`config.mk`:
```
export PLATFORM = sky130hd
export DESIGN_NAME = oled_cmd_parser
export DESIGN_NICKNAME = d
export VERILOG_FILES = /design/src/rtl/oled_pkg.sv /design/src/rtl/oled_cmd_decode.sv /design/src/rtl/oled_addr_gen.sv /design/src/rtl/oled_cmd_parser.sv
export SDC_FILE = /design/constraint.sdc
export NUM_CORES = 1
export LEC_CHECK = 0
export ABC_AREA = 1
export BUFFER_PORTS_ARGS = -buffer_cell sky130_fd_sc_hd__buf_2
export CAP_MARGIN = 15
export CORE_ASPECT_RATIO = 0.7
export CORE_MARGIN = 2
export CORE_UTILIZATION = 53
export DETAILED_ROUTE_END_ITERATION = 12
export PLACE_DENSITY = 0.79
export SYNTH_ARGS = -nofsm -noshare
export SYNTH_HDL_FRONTEND = slang
export SYNTH_SLANG_ARGS = --single-unit
```
`constraint.sdc`:
```
create_clock -name clk -period 2 [get_ports clk]
set_input_delay 0.5 -clock clk [delete_from_list [all_inputs] [get_ports clk]]
set_output_delay 0.5 -clock clk [all_outputs]
set_load 0.1 [all_outputs]
```
`src/rtl/oled_pkg.sv`:
```
package oled_pkg;

  localparam logic [7:0] CTRL_TO_CMD  = 8'h80;
  localparam logic [7:0] CTRL_TO_DATA = 8'h40;

  typedef enum logic [1:0] {
    MODE_IDLE = 2'd0,
    MODE_CMD  = 2'd1,
    MODE_DATA = 2'd2
  } mode_e;

  typedef enum logic [3:0] {
    OP_COL_LO,
    OP_COL_HI,
    OP_START,
    OP_PAGE,
    OP_MIRROR,
    OP_ALLON,
    OP_INV,
    OP_ENABLE,
    OP_SKIPARG,
    OP_NOP,
    OP_BAD
  } op_e;

  typedef struct packed {
    op_e  op;
    logic val;
  } cmd_t;

endpackage

```
`src/rtl/oled_cmd_decode.sv`:
```
module oled_cmd_decode
  import oled_pkg::*;
(
  input  logic [7:0] code,
  output cmd_t       cmd
);

  always_comb begin
    cmd.val = code[0];
    cmd.op  = OP_BAD;
    if (code[7:4] == 4'h0) begin
      cmd.op = OP_COL_LO;
    end else if (code[7:4] == 4'h1 || code == 8'h20) begin
      cmd.op = OP_COL_HI;
    end else if (code[7:6] == 2'b01) begin
      cmd.op = OP_START;
    end else if (code[7:4] == 4'hB) begin
      cmd.op = OP_PAGE;
    end else if ((code >= 8'hC0 && code <= 8'hC8) || code == 8'hE3) begin
      cmd.op = OP_NOP;
    end else begin
      case (code)
        8'hA0, 8'hA1: cmd.op = OP_MIRROR;
        8'hA4, 8'hA5: cmd.op = OP_ALLON;
        8'hA6, 8'hA7: cmd.op = OP_INV;
        8'hAE, 8'hAF: cmd.op = OP_ENABLE;
        8'h81, 8'hA8, 8'hAD, 8'hD3, 8'hD5,
        8'hD8, 8'hD9, 8'hDA, 8'hDB: cmd.op = OP_SKIPARG;
        default: cmd.op = OP_BAD;
      endcase
    end
  end

endmodule

```
`src/rtl/oled_addr_gen.sv`:
```
module oled_addr_gen #(
  parameter int COLS  = 132,
  parameter int PAGES = 8,
  localparam int CW = 8,
  localparam int PW = $clog2(PAGES),
  localparam int AW = $clog2(COLS * PAGES)
) (
  input  logic          clk,
  input  logic          rst_n,
  input  logic          wr_take,
  input  logic          set_lo,
  input  logic          set_hi,
  input  logic          set_page,
  input  logic [3:0]    nib,
  input  logic [PW-1:0] pg,
  output logic [CW-1:0] column,
  output logic [PW-1:0] page,
  output logic          in_range,
  output logic [AW-1:0] lin_addr
);

  assign in_range = (32'(column) < COLS);
  assign lin_addr = AW'(column) + AW'(page) * AW'(COLS);

  always_ff @(posedge clk) begin
    if (!rst_n) begin
      column <= '0;
      page   <= '0;
    end else begin
      if (wr_take && in_range) column <= column + 1'b1;
      else if (set_lo)         column <= {column[7:4], nib};
      else if (set_hi)         column <= {nib, column[3:0]};
      if (set_page) page <= pg;
    end
  end

endmodule

```
`src/rtl/oled_cmd_parser.sv`:
```
module oled_cmd_parser
  import oled_pkg::*;
#(
  parameter int COLS  = 132,
  parameter int PAGES = 8,
  localparam int CW = 8,
  localparam int PW = $clog2(PAGES),
  localparam int AW = $clog2(COLS * PAGES),
  localparam int SLW = 6
) (
  input  logic           clk,
  input  logic           rst_n,
  input  logic           in_valid,
  output logic           in_ready,
  input  logic [7:0]     in_data,
  input  logic           xfer_end,
  input  logic           invalidate,
  input  logic           redraw_clr,
  output logic           fb_we,
  output logic [AW-1:0]  fb_addr,
  output logic [7:0]     fb_wdata,
  output logic [PW-1:0]  page,
  output logic [CW-1:0]  column,
  output logic [SLW-1:0] start_line,
  output logic           mirror,
  output logic           all_on,
  output logic           inverse,
  output logic           disp_en,
  output logic           redraw,
  output logic           bad_ctrl,
  output logic           bad_cmd
);

  mode_e mode_q, mode_d;
  logic  pend_q, pend_d;
  cmd_t  cmd;
  logic  take, cmd_exec, skip_now, data_take, in_range, wr_ok;
  logic [AW-1:0] lin_addr;

  assign in_ready  = 1'b1;
  assign take      = in_valid && in_ready;
  assign cmd_exec  = take && mode_q == MODE_CMD && !pend_q;
  assign skip_now  = take && mode_q == MODE_CMD && pend_q;
  assign data_take = take && mode_q == MODE_DATA;
  assign wr_ok     = data_take && in_range;

  oled_cmd_decode u_dec (
    .code (in_data),
    .cmd  (cmd)
  );

  oled_addr_gen #(.COLS(COLS), .PAGES(PAGES)) u_addr (
    .clk      (clk),
    .rst_n    (rst_n),
    .wr_take  (data_take),
    .set_lo   (cmd_exec && cmd.op == OP_COL_LO),
    .set_hi   (cmd_exec && cmd.op == OP_COL_HI),
    .set_page (cmd_exec && cmd.op == OP_PAGE),
    .nib      (in_data[3:0]),
    .pg       (in_data[PW-1:0]),
    .column   (column),
    .page     (page),
    .in_range (in_range),
    .lin_addr (lin_addr)
  );

  // Mode sequencing: the byte is handled in the current mode, then end wins.
  always_comb begin
    mode_d = mode_q;
    pend_d = pend_q;
    if (take) begin
      unique case (mode_q)
        MODE_IDLE: begin
          if (in_data == CTRL_TO_CMD)       mode_d = MODE_CMD;
          else if (in_data == CTRL_TO_DATA) mode_d = MODE_DATA;
        end
        MODE_CMD: begin
          if (pend_q) begin
            pend_d = 1'b0;
          end else begin
            mode_d = MODE_IDLE;
            pend_d = (cmd.op == OP_SKIPARG);
          end
        end
        default: mode_d = mode_q;
      endcase
    end
    if (xfer_end) mode_d = MODE_IDLE;
  end

  always_ff @(posedge clk) begin
    if (!rst_n) begin
      mode_q     <= MODE_IDLE;
      pend_q     <= 1'b0;
      start_line <= '0;
      mirror     <= 1'b0;
      all_on     <= 1'b0;
      inverse    <= 1'b0;
      disp_en    <= 1'b0;
      redraw     <= 1'b1;
      fb_we      <= 1'b0;
      fb_addr    <= '0;
      fb_wdata   <= '0;
      bad_ctrl   <= 1'b0;
      bad_cmd    <= 1'b0;
    end else begin
      mode_q   <= mode_d;
      pend_q   <= pend_d;
      fb_we    <= wr_ok;
      bad_ctrl <= take && mode_q == MODE_IDLE &&
                  in_data != CTRL_TO_CMD && in_data != CTRL_TO_DATA;
      bad_cmd  <= cmd_exec && cmd.op == OP_BAD;
      redraw   <= (redraw && !redraw_clr) || wr_ok || invalidate;
      if (wr_ok) begin
        fb_addr  <= lin_addr;
        fb_wdata <= in_data;
      end
      if (cmd_exec) begin
        unique case (cmd.op)
          OP_START:  start_line <= '0;
          OP_MIRROR: mirror     <= cmd.val;
          OP_ALLON:  all_on     <= cmd.val;
          OP_INV:    inverse    <= cmd.val;
          OP_ENABLE: disp_en    <= cmd.val;
          default:   ;
        endcase
      end
    end
  end

endmodule

```
# Yosys cells after proc, flatten, opt, wreduce, memory -nomap -nowiden
# Index checks and enable logic that the tools add are counted.
# classes
n_addsub	2
multipliers	1
magnitude_cmp	3
eq_ne	39
n_mux	14
bitwise	1
n_reduce_logical	38
# op_table
cell	n
8-bit == test, second input constant	19
8-bit two-way mux	3
4-bit two-way mux	5
4-bit one-hot mux with 5 select lines	1
4-bit by 3-bit == test with 1-bit output, second input constant	4
1-bit logical AND	13
4-bit == test, second input constant	3
2-bit AND reduction	6
8-bit by 11-bit adder with 11-bit output	1
2-bit OR reduction	5
3-bit by 6-bit multiplier with 9-bit output, second input constant	1
9-bit OR reduction	1
8-bit by 1-bit adder with 8-bit output, second input constant	1
4-bit by 1-bit == test with 1-bit output, second input constant	2
8-bit by 6-bit == test with 1-bit output, second input constant	1
8-bit by 7-bit == test with 1-bit output, second input constant	1
8-bit greater-or-equal comparator, second input constant	1
8-bit <= comparator, second input constant	1
4-bit logical NOT	2
8-bit less-than comparator, second input constant	1
8-bit by 7-bit inequality test with 1-bit output, second input constant	1
8-bit inequality test, second input constant	1
2-bit two-way mux	3
2-bit nonzero test	3
12 further kinds	18
# totals
regBits	41
in_bits	14
out_inout_bits	45
elab_cells	113

# Depth between registers and ports, before layout
# Gate-level depths: netlist of the first run.
# depth
ltp_word	13
ltp_mapped	11
mapped_depth_nobuf	11

# By module
# A second synthesis of the first run with hierarchy kept.
# unflattened
hier_cells	392
hier_area_um2	2586.2
# modules_own_cells
mod	instances	cells_each	area_per_inst_um2	seq_area_each_um2
oled_cmd_parser	1	178	1310.0	600.6
oled_addr_gen	1	147	977.2	220.2
oled_cmd_decode	1	67	299.0	0.0

# Worst setup path after synthesis of the first run
# OpenSTA, ideal clock, no wires.
# synth_timing
path_type	register -> register
startpoint	reg u_addr.column[2]
endpoint	reg fb_addr[8]
setup_ns	0.122
arrival_ns	2.450
required_time_ns	1.878
slack_ns	-0.572
path_stages_with_launch	8
n_path_buf	0
synth_period_minus_slack_ns	2.572
cell_sequence	dfxtp_1 ha_1 inv_1 fa_1 o21ai_0 a31o_2 xor2_1 a21oi_1
# synth_via
elab_chain_len	2
elab_cells_between_ends	3
classes_between	add/sub: 1; order compare: 1; reduce/logical: 1
# synth_lines
item	line_no	text
from (decl)	oled_addr_gen.sv:16	output logic [CW-1:0] column,
from (signal assigned)	oled_addr_gen.sv:30	if (wr_take && in_range) column <= column + 1'b1;
from (signal assigned)	oled_addr_gen.sv:31	else if (set_lo) column <= {column[7:4], nib};
from (signal assigned)	oled_addr_gen.sv:32	else if (set_hi) column <= {nib, column[3:0]};
parallel branches: the longest is 2 deep, another holds 8-bit by 11-bit adder with 11-bit output	n/a	
to (signal assigned)	oled_cmd_parser.sv:115	fb_addr <= lin_addr;
to (decl)	oled_cmd_parser.sv:20	output logic [AW-1:0] fb_addr,
# Several ways; the timed one is not identified.
# A chain may end at the register's enable or synchronous reset.

# Worst setup path after layout of the first run
# Ends and elaborated chain as after synthesis.

==> results.py, run 1 <==
metrics = {
    "routing": {
        "postRouteAntennaNets": 0,
        "drt_iter0_drc": 165,
        "dr.pass1.iters": 6,
        "wire_per_inst_um": 13.01,
        "vias_per_cell": 5.291,
        "vias": 2328,
        "drc": 0,
        "drt_wl_total_um": 5725,
    },
    "sta": {
        "finalMaxSlewViolations": 0,
        "period_share_pct": 91.43,
        "fin_setup_tns_ns": 0,
        "setup_ws_ns": 0.1714,
        "finalSetupViolations": 0,
        "finClkSkew_ns": 0.007164,
        "clock.fmax_mhz": 546.9,
        "final.min_clock_period_ns": 1.829,
        "rsz0062_at_grt": "no",
        "hold_viol": 0,
    },
    "synthesis": {
        "ys_seq_area_share_pct": 34.29,
        "synthTopCellsByArea": "dfxtp_1 (34%), nand2_1 (10%), a21oi_1 (6.9%)",
        "synth.avg_cell_area_um2": 7.081,
        "synth-main-ff-cell": "dfxtp_1",
        "synth_top_cell_area_share_pct": 34.29,
        "synth_cell_types": 35,
        "synthCells": 338,
        "ys_ff_latch": 41,
        "synth_common_cells": "nand2_1 (64), dfxtp_1 (41), nor2_1 (38), a21oi_1 (33), inv_1 (25)",
        "yosysTopAreaCell": "dfxtp_1",
        "async_flop_share_pct": 0,
        "synth_warnings": 0,
        "synth_edf_count": 0,
        "syn_area_um2": 2394,
        "synth.most_common_cell": "nand2_1",
    },
    "critical_path": {
        "r2r-start": "u_addr.column[2]",
        "cp_top_family": "compound AO/OA/AOI/OAI gates",
        "max_stage_delay_ns": 0.39,
        "cp.arrival_ns": 2.03,
        "path_cells": "ha_1, inv_1, fa_1, o21ai_0, a31o_2, xor2_1, a21oi_1",
        "reg2reg_depth": 7,
        "reg2reg_to": "fb_addr[8]",
        "startpoint_type": "flip-flop",
        "crit_buf_inv": 1,
        "worstPathMaxFanout": 7,
        "r2r_slack_ns": 0.17,
        "end_kind": "flip-flop",
        "crit_slowest_cell": "dfxtp_4",
        "critPathRequiredTime_ns": 2.20,
        "worst-setup-path-type": "flip-flop to flip-flop",
    },
    "global_routing": {
        "grt_overflow": 0,
        "grt_pass1_vias": 1915,
        "grt_pass1_wl_um": 9301,
        "grt_max_degree": 30,
        "grt_usage_pct": 23.33,
        "antenna_found_initial": 0,
    },
    "min_path": {
        "hold_start": "redraw_clr",
        "hold_path.class": "primary input to flip-flop",
        "hold_end": "redraw",
        "min_path_cells": 2,
    },
    "finish": {
        "final_util_pct": 64.10,
        "drive_above_1_share_pct": 28.31,
        "syn_to_final_growth_pct": 15.94,
        "multiInputGateArea_um2": 1287,
        "regArea_um2": 840.8,
        "n_antenna_cell": 0,
        "num-fill-cells": 407,
        "finish.instance_area_um2": 2775,
        "nets": 404,
    },
    "floorplan": {
        "die_x_um": 84.32,
        "coreArea_um2": 4329,
        "start_util_pct": 55.29,
        "dieArea_um2": 5078,
        "ios": 59,
        "rows": 20,
        "die_h_um": 60.23,
    },
    "cts": {
        "cts_root_buf": "clkbuf_8",
        "numCtsBuffers": 5,
        "clk_pin_slew_worst_paths_ns": 0.08,
        "clock_latency_ns": 0.30,
        "post_cts_buffers": 0,
        "clock_sinks": 41,
        "clock_tree.buffer_depth": 2,
        "tritoncts": "built",
        "htreeDepth": 2,
        "postCtsHoldBufs": 0,
        "cts_resized": 0,
    },
    "placement": {
        "gp_congestion": 0.9426,
        "dpl_cell_area_um2": 2641,
        "dp_hpwl_um": 4342,
        "dp_slack_ns": 0.1710,
        "port_buffers": 51,
    },
    "flow_run": {
        "cap_violations": 0,
    },
    "pwr": {
        "sequentialPowerShare_pct": 45.1,
        "p_per_area_nw_per_um2": 649.8,
        "ir_drop_uv": 431.0,
        "p_leak_nw": 1.300,
        "p_comb_share_pct": 11.1,
        "internal_power_mw": 1.347,
        "switching_power_mw": 0.4565,
        "p_sw_share_pct": 25.31,
        "p_total_mw": 1.803,
        "p_clk_share_pct": 43.8,
    },
    "outcome": {
        "run_status": "finished, final reports clean",
    },
}
-- cells in the final DEF, fill, tap and decap left out, types with 4 or more instances in the layout --
master / n
nand2_1: 64
nand2_2: 6
xor2_1: 5
o21ai_0: 22
buf_4: 5
nor2_2: 7
conb_1: 7
a211oi_2: 4
dfxtp_4: 4
clkbuf_8: 5
nand3_1: 21
o21ai_1: 7
ha_1: 5
dfxtp_1: 33
a21oi_1: 33
inv_2: 9
dfxtp_2: 4
nand4_1: 5
buf_2: 51
inv_1: 25
nor2_1: 38
-- final cells by class --
class                      count  share of cell area, %
multi-input combinational    244                  46.39
sequential                    41                  30.30
timing repair buffer          57                  11.27
inverter                      35                  4.734
clock buffer                   5                  2.480
tap                           55                  2.480
clock inverter                 3                  2.344
-- worst max-delay path by stage --
stage | slack (ns) | cells after the start | start | end
2_1_floorplan | 0.01 | 7 | u_addr.column[2] | fb_addr[8]
3_3_place_gp | 0.21 | 7 | u_addr.column[2] | fb_addr[8]
3_5_place_dp | 0.17 | 7 | u_addr.column[2] | fb_addr[8]
4_1_cts | 0.16 | 7 | u_addr.column[2] | fb_addr[8]
5_1_grt | 0.009 | 7 | u_addr.column[2] | fb_addr[8]
6_report | 0.17 | 7 | u_addr.column[2] | fb_addr[8]
-- metal layers --
metal | vias to the layer above | share of wire (%) | global-route usage, % | routed length [um]
li1 | 1177 | - | - | -
met1 | 1035 | 50 | 34.45 | 2834
met2 | 105 | 40 | 32.65 | 2280
met3 | 11 | 8.9 | 6.215 | 507
met4 | 0 | 1.8 | 7.604 | 102
met5 | - | 0 | 0 | 0
-- per-stage QoR --
stage / hold WS (ns) / std cells
after floorplan: 0.4513 / 343
after global placement: 0.4477 / 432
after detailed placement: 0.4517 / 432
after CTS: 0.4122 / 440
after global routing: 0.4173 / 440
final: 0.4136 / 440
-- sequential cells by signal, indices dropped and copies added, names as in the netlist, 2 cells and up --
register	count
fb_wdata	8
u_addr.page	3
u_addr.column	8
mode_q	2
fb_addr	11
-- kinds of logic after synthesis --
family,synth area share (%)
fa+ha+maj,3.450
compound gates,18.04
other cells,0.3138
simple gates,28.28
flops,34.29
buf+inv,12.70
xor+xnor,2.927
-- power groups by stage --
stage	registers (mW)	logic (mW)	clock network, mW
6_report	0.814	0.200	0.790
5_1_grt	0.814	0.214	0.844
4_1_cts	0.814	0.199	0.800
3_5_place_dp	0.833	0.197	0
3_3_place_gp	0.833	0.196	0
2_1_floorplan	0.852	0.153	0
Note: power is estimated with default switching activity, not from simulation.
==> run 2: changes to the inputs <==
==> constraint.sdc (replaced) <==
create_clock -name clk -period 2 [get_ports clk]
set_input_delay 0.2 -clock clk [delete_from_list [all_inputs] [get_ports clk]]
set_output_delay 0.2 -clock clk [all_outputs]
set_load 0.1 [all_outputs]
==> run 2 against run 1 <==
Net effect:
- combinational power hardly changed
- critical path depth stayed put
- fmax rose by 1.3%
- power decreased by 14%
- largest cell class unchanged
==> results.py, run 2 (synthesis results as in run 1) <==
metrics = {
    "sta": {
        "period_share_pct": 90.24,
        "rsz0062_at_grt": "no",
        "final.min_clock_period_ns": 1.805,
        "finalMaxSlewViolations": 0,
        "finClkSkew_ns": 0.007570,
        "fin_setup_tns_ns": 0,
        "tightest_slew_ns": 0.5050,
        "clock.fmax_mhz": 554.1,
        "max_slew_margin_pct": 66.28,
        "holdWs_ns": 0.1082,
        "hold_viol": 0,
        "finalSetupViolations": 0,
    },
    "floorplan": {
        "start_util_pct": 55.29,
        "rows": 20,
        "ios": 59,
        "dieArea_um2": 5078,
        "coreArea_um2": 4329,
        "die_h_um": 60.23,
        "die_x_um": 84.32,
    },
    "global_routing": {
        "grt_overflow": 0,
        "antenna_found_initial": 0,
        "grt_pass1_vias": 2028,
        "grt_max_degree": 35,
        "grt_pass1_wl_um": 9501,
        "grt_usage_pct": 23.83,
    },
    "critical_path": {
        "startpoint_type": "flip-flop",
        "end_kind": "flip-flop",
        "path_cells": "ha_1, inv_1, fa_1, o21ai_1, a31o_2, xor2_1, a21oi_1",
        "r2r_slack_ns": 0.20,
        "reg2reg_depth": 7,
        "max_stage_delay_ns": 0.39,
        "crit_buf_inv": 1,
        "critPathRequiredTime_ns": 2.17,
        "reg2reg_to": "fb_addr[8]",
        "crit_slowest_cell": "dfxtp_4",
        "worstPathMaxFanout": 7,
        "worst-setup-path-type": "flip-flop to flip-flop",
        "cp.arrival_ns": 1.98,
        "r2r-start": "u_addr.column[2]",
        "cp_top_family": "adder cells",
    },
    "cts": {
        "clk_pin_slew_worst_paths_ns": 0.08,
        "htreeDepth": 2,
        "tritoncts": "built",
        "cts_root_buf": "clkbuf_8",
        "clock_sinks": 41,
        "clock_tree.buffer_depth": 2,
        "numCtsBuffers": 5,
        "postCtsHoldBufs": 0,
        "clock_latency_ns": 0.30,
    },
    "min_path": {
        "min_path_cells": 2,
        "hold_path.class": "primary input to flip-flop",
        "hold_start": "redraw_clr",
        "hold_end": "redraw",
    },
    "routing": {
        "drt_iter0_drc": 187,
        "postRouteAntennaNets": 0,
        "vias_per_cell": 5.260,
        "vias": 2304,
        "drc": 0,
        "wire_per_inst_um": 13.26,
        "dr.pass1.iters": 5,
        "drt_wl_total_um": 5810,
    },
    "placement": {
        "dp_hpwl_um": 4404,
        "port_buffers": 51,
        "gp_congestion": 0.9164,
    },
    "pwr": {
        "ir_drop_uv": 400.2,
        "p_per_area_nw_per_um2": 573.0,
        "p_leak_nw": 1.263,
    },
    "outcome": {
        "run_status": "finished, final reports clean",
    },
    "flow_run": {
        "cap_violations": 0,
    },
    "finish": {
        "multiInputGateArea_um2": 1287,
        "final_common_cell": "nand2_1",
        "drive_above_1_share_pct": 27.94,
        "mostFrequentLayoutCells": "nand2_1 (64), buf_2 (51), nor2_1 (38)",
        "largest_reg_flops": 11,
        "largestRegisters": "fb_addr (11), fb_wdata (8), u_addr.column (8)",
        "syn_to_final_growth_pct": 12.81,
        "largest_register": "fb_addr",
        "regArea_um2": 840.8,
        "num-fill-cells": 409,
        "n_antenna_cell": 0,
        "nets": 402,
    },
}
run 2: changes by cell type in the layout (fill, tap and decap cells not counted):
cell and change:
bufinv_16 -2, buf_12 -1, buf_4 -1, clkinv_2 +1
clkinvlp_4 +1, o21ai_0 -1, o21ai_1 +1
run 2: timing repair:
item                       CTS  global route
gates resized for setup      0             1
setup buffers                0             0
setup endpoints to repair    0             1
run 2: routing by layer:
metal	GRT usage, %	up-vias	part of all wire (%)
li1	-	1169	-
met1	34.20	1043	49
met2	35.15	87	42
met3	6.492	5	8.8
met4	6.682	0	0.76
met5	0	-	0
run 2: worst max path at each step:
stage,from,to,slack (ns),cells after the start
floorplan,u_addr.column[2],fb_addr[8],0.01,7
global placement,u_addr.column[2],fb_addr[8],0.18,7
detailed placement,u_addr.column[2],fb_addr[8],0.1,7
CTS,u_addr.column[2],fb_addr[8],0.08,7
global route,u_addr.column[2],fb_addr[8],0.06,7
finish,u_addr.column[2],fb_addr[8],0.20,7
run 2: area by class of cell:
cell class	count	area share, %
inverter	35	4.866
sequential	41	31.14
clock inverter	3	0.6487
tap	55	2.549
timing repair buffer	55	10.57
multi-input combinational	244	47.68
clock buffer	5	2.549
run 2: report_power, final:
group	internal, mW	switching (mW)	leakage [nW]	total [mW]
registers	0.812	0.00112	0.336	0.814
clock network	0.241	0.293	0.0439	0.534
logic	0.0385	0.161	0.884	0.200
run 2: per-stage QoR:
step                      total power [mW]  std cells  setup slack [ns]  utilization (%)  instance area [um^2]
after floorplan                      1.004        343           0.01194                -                  2432
after global placement               1.029        430            0.1766            60.38                  2614
after detailed placement             1.030        430           0.09772            60.38                  2614
after CTS                            1.555        438           0.08295            62.37                  2700
after global routing                 1.615        438           0.06488            62.37                  2700
final                                1.547        438            0.1952            62.37                  2700
==> run 3: changes to the inputs <==
Settings changed: PLACE_DENSITY 0.79 to default, PLACE_DENSITY_LB_ADDON from default to 0.12.
==> run 3 against run 2 <==
Net effect:
- via count rose by 0.48%
- power rose by 1.0%
- fmax rose by 0.14%
- largest power group unchanged
==> results.py, run 3 (synthesis results as in run 1) <==
metrics = {
    "outcome": {
        "run_status": "finished, final reports clean",
    },
    "critical_path": {
        "worst-setup-path-type": "flip-flop to flip-flop",
        "path_cells": "ha_1, inv_1, fa_1, o21ai_1, a31o_2, xor2_1, a21oi_1",
        "r2r_slack_ns": 0.20,
        "end_kind": "flip-flop",
        "crit_slowest_cell": "dfxtp_4",
        "r2r-start": "u_addr.column[2]",
        "critPathRequiredTime_ns": 2.18,
        "max_stage_delay_ns": 0.40,
        "reg2reg_depth": 7,
        "cp.arrival_ns": 1.98,
        "startpoint_type": "flip-flop",
        "reg2reg_to": "fb_addr[8]",
        "worstPathMaxFanout": 7,
    },
    "finish": {
        "drive_above_1_share_pct": 28.50,
        "final_common_cell": "nand2_1",
        "syn_to_final_growth_pct": 13.75,
        "mostFrequentLayoutCells": "nand2_1 (64), buf_2 (51), nor2_1 (38)",
        "largest_register": "fb_addr",
        "largestRegisters": "fb_addr (11), fb_wdata (8), u_addr.column (8)",
        "final_util_pct": 62.89,
        "nets": 405,
        "final_cells": 441,
        "n_antenna_cell": 0,
        "largest_reg_flops": 11,
    },
    "cts": {
        "cts_root_buf": "clkbuf_8",
        "tritoncts": "built",
        "clock_tree.buffer_depth": 2,
        "clk_pin_slew_worst_paths_ns": 0.09,
        "htreeDepth": 2,
        "clock_sinks": 41,
        "postCtsHoldBufs": 0,
        "numCtsBuffers": 5,
        "clock_latency_ns": 0.30,
    },
    "sta": {
        "rsz0062_at_grt": "no",
        "fin_setup_tns_ns": 0,
        "finClkSkew_ns": 0.009814,
        "final.min_clock_period_ns": 1.802,
        "period_share_pct": 90.11,
        "finalSetupViolations": 0,
        "holdWs_ns": 0.09919,
        "hold_viol": 0,
        "finalMaxSlewViolations": 0,
        "clock.fmax_mhz": 554.9,
        "setup_ws_ns": 0.1978,
    },
    "global_routing": {
        "grt_overflow": 0,
        "grt_pass1_wl_um": 9515,
        "grt_usage_pct": 24.17,
        "antenna_found_initial": 0,
        "grt_pass1_vias": 1893,
        "grt_max_degree": 22,
    },
    "routing": {
        "postRouteAntennaNets": 0,
        "wire_per_inst_um": 13.23,
        "drt_wl_total_um": 5834,
        "drt_iter0_drc": 179,
        "dr.pass1.iters": 5,
        "vias_per_cell": 5.249,
        "drc": 0,
        "vias": 2315,
    },
    "placement": {
        "dp_cells": 433,
        "gp_congestion": 0.8822,
        "port_buffers": 51,
        "dp_slack_ns": 0.1402,
        "dp_hpwl_um": 4443,
    },
    "floorplan": {
        "coreArea_um2": 4329,
        "dieArea_um2": 5078,
        "rows": 20,
        "ios": 59,
        "die_x_um": 84.32,
        "die_h_um": 60.23,
        "start_util_pct": 55.29,
    },
    "pwr": {
        "p_per_area_nw_per_um2": 574.0,
        "p_leak_nw": 1.279,
        "ir_drop_uv": 445.8,
    },
    "min_path": {
        "min_path_cells": 2,
        "hold_start": "redraw_clr",
        "hold_end": "redraw",
        "hold_path.class": "primary input to flip-flop",
    },
    "flow_run": {
        "cap_violations": 0,
    },
}
==> run 3: cell types whose count changed in the layout (fill, tap and decap cells not counted), sizes merged <==
cell,change
buf,+3
==> run 3: routing by layer <==
metal,track usage [%],routed length (um),vias to the layer above
met4,5.530,49,0
met2,32.31,2135,117
li1,-,-,1170
met3,6.492,625,6
met5,0,0,-
met1,37.71,3023,1022
==> run 3: worst max-delay path, delay by kind of cell (launching register included) <==
family	cells	cell delay (ns)
AOI/OAI and AO/OA	3	0.51
xor gates and xnor gates	1	0.16
adders and majority gates	2	0.57
buffers and inverters	1	0.06
DFF	1	0.40
==> run 3: worst max-delay path by stage <==
stage	slack, ns	endpoint	start	cells after the start
after floorplan	0.01	fb_addr[8]	u_addr.column[2]	7
after global placement	0.17	fb_addr[8]	u_addr.column[2]	7
after detailed placement	0.14	fb_addr[8]	u_addr.column[2]	7
after CTS	0.12	fb_addr[8]	u_addr.column[2]	7
after global routing	0.07	fb_addr[8]	u_addr.column[2]	7
final	0.20	fb_addr[8]	u_addr.column[2]	7
==> run 3: through the flow <==
stage	instance area, um^2	power (mW)
CTS	2723	1.567
floorplan	2432	1.004
global route	2723	1.629
global placement	2636	1.032
finish	2723	1.563
detailed placement	2636	1.033
==> run 3: area by class of cell <==
class,instances,area [um^2]
fillers,428,1607
inverters,35,131.4
flip-flops and latches,41,840.8
clock inverters,3,17.52
well taps,55,68.82
multi-input cells,244,1287
clock buffers,5,68.82
repair buffers,58,307.8
==> run 3: power breakdown <==
group / switching [mW] / total (mW) / internal [mW] / leakage (nW)
Combinational: 0.162 / 0.202 / 0.0398 / 0.899
Sequential: 0.000995 / 0.813 / 0.812 / 0.336
Clock: 0.306 / 0.547 / 0.241 / 0.0439
Total: 0.469 / 1.56 / 1.09 / 1.28
==> run 3: what timing repair did <==
action                                  4_1_cts  5_1_grt
setup buffers                                 0        0
endpoints found under the setup margin        0        1
gates resized for setup                       0        1
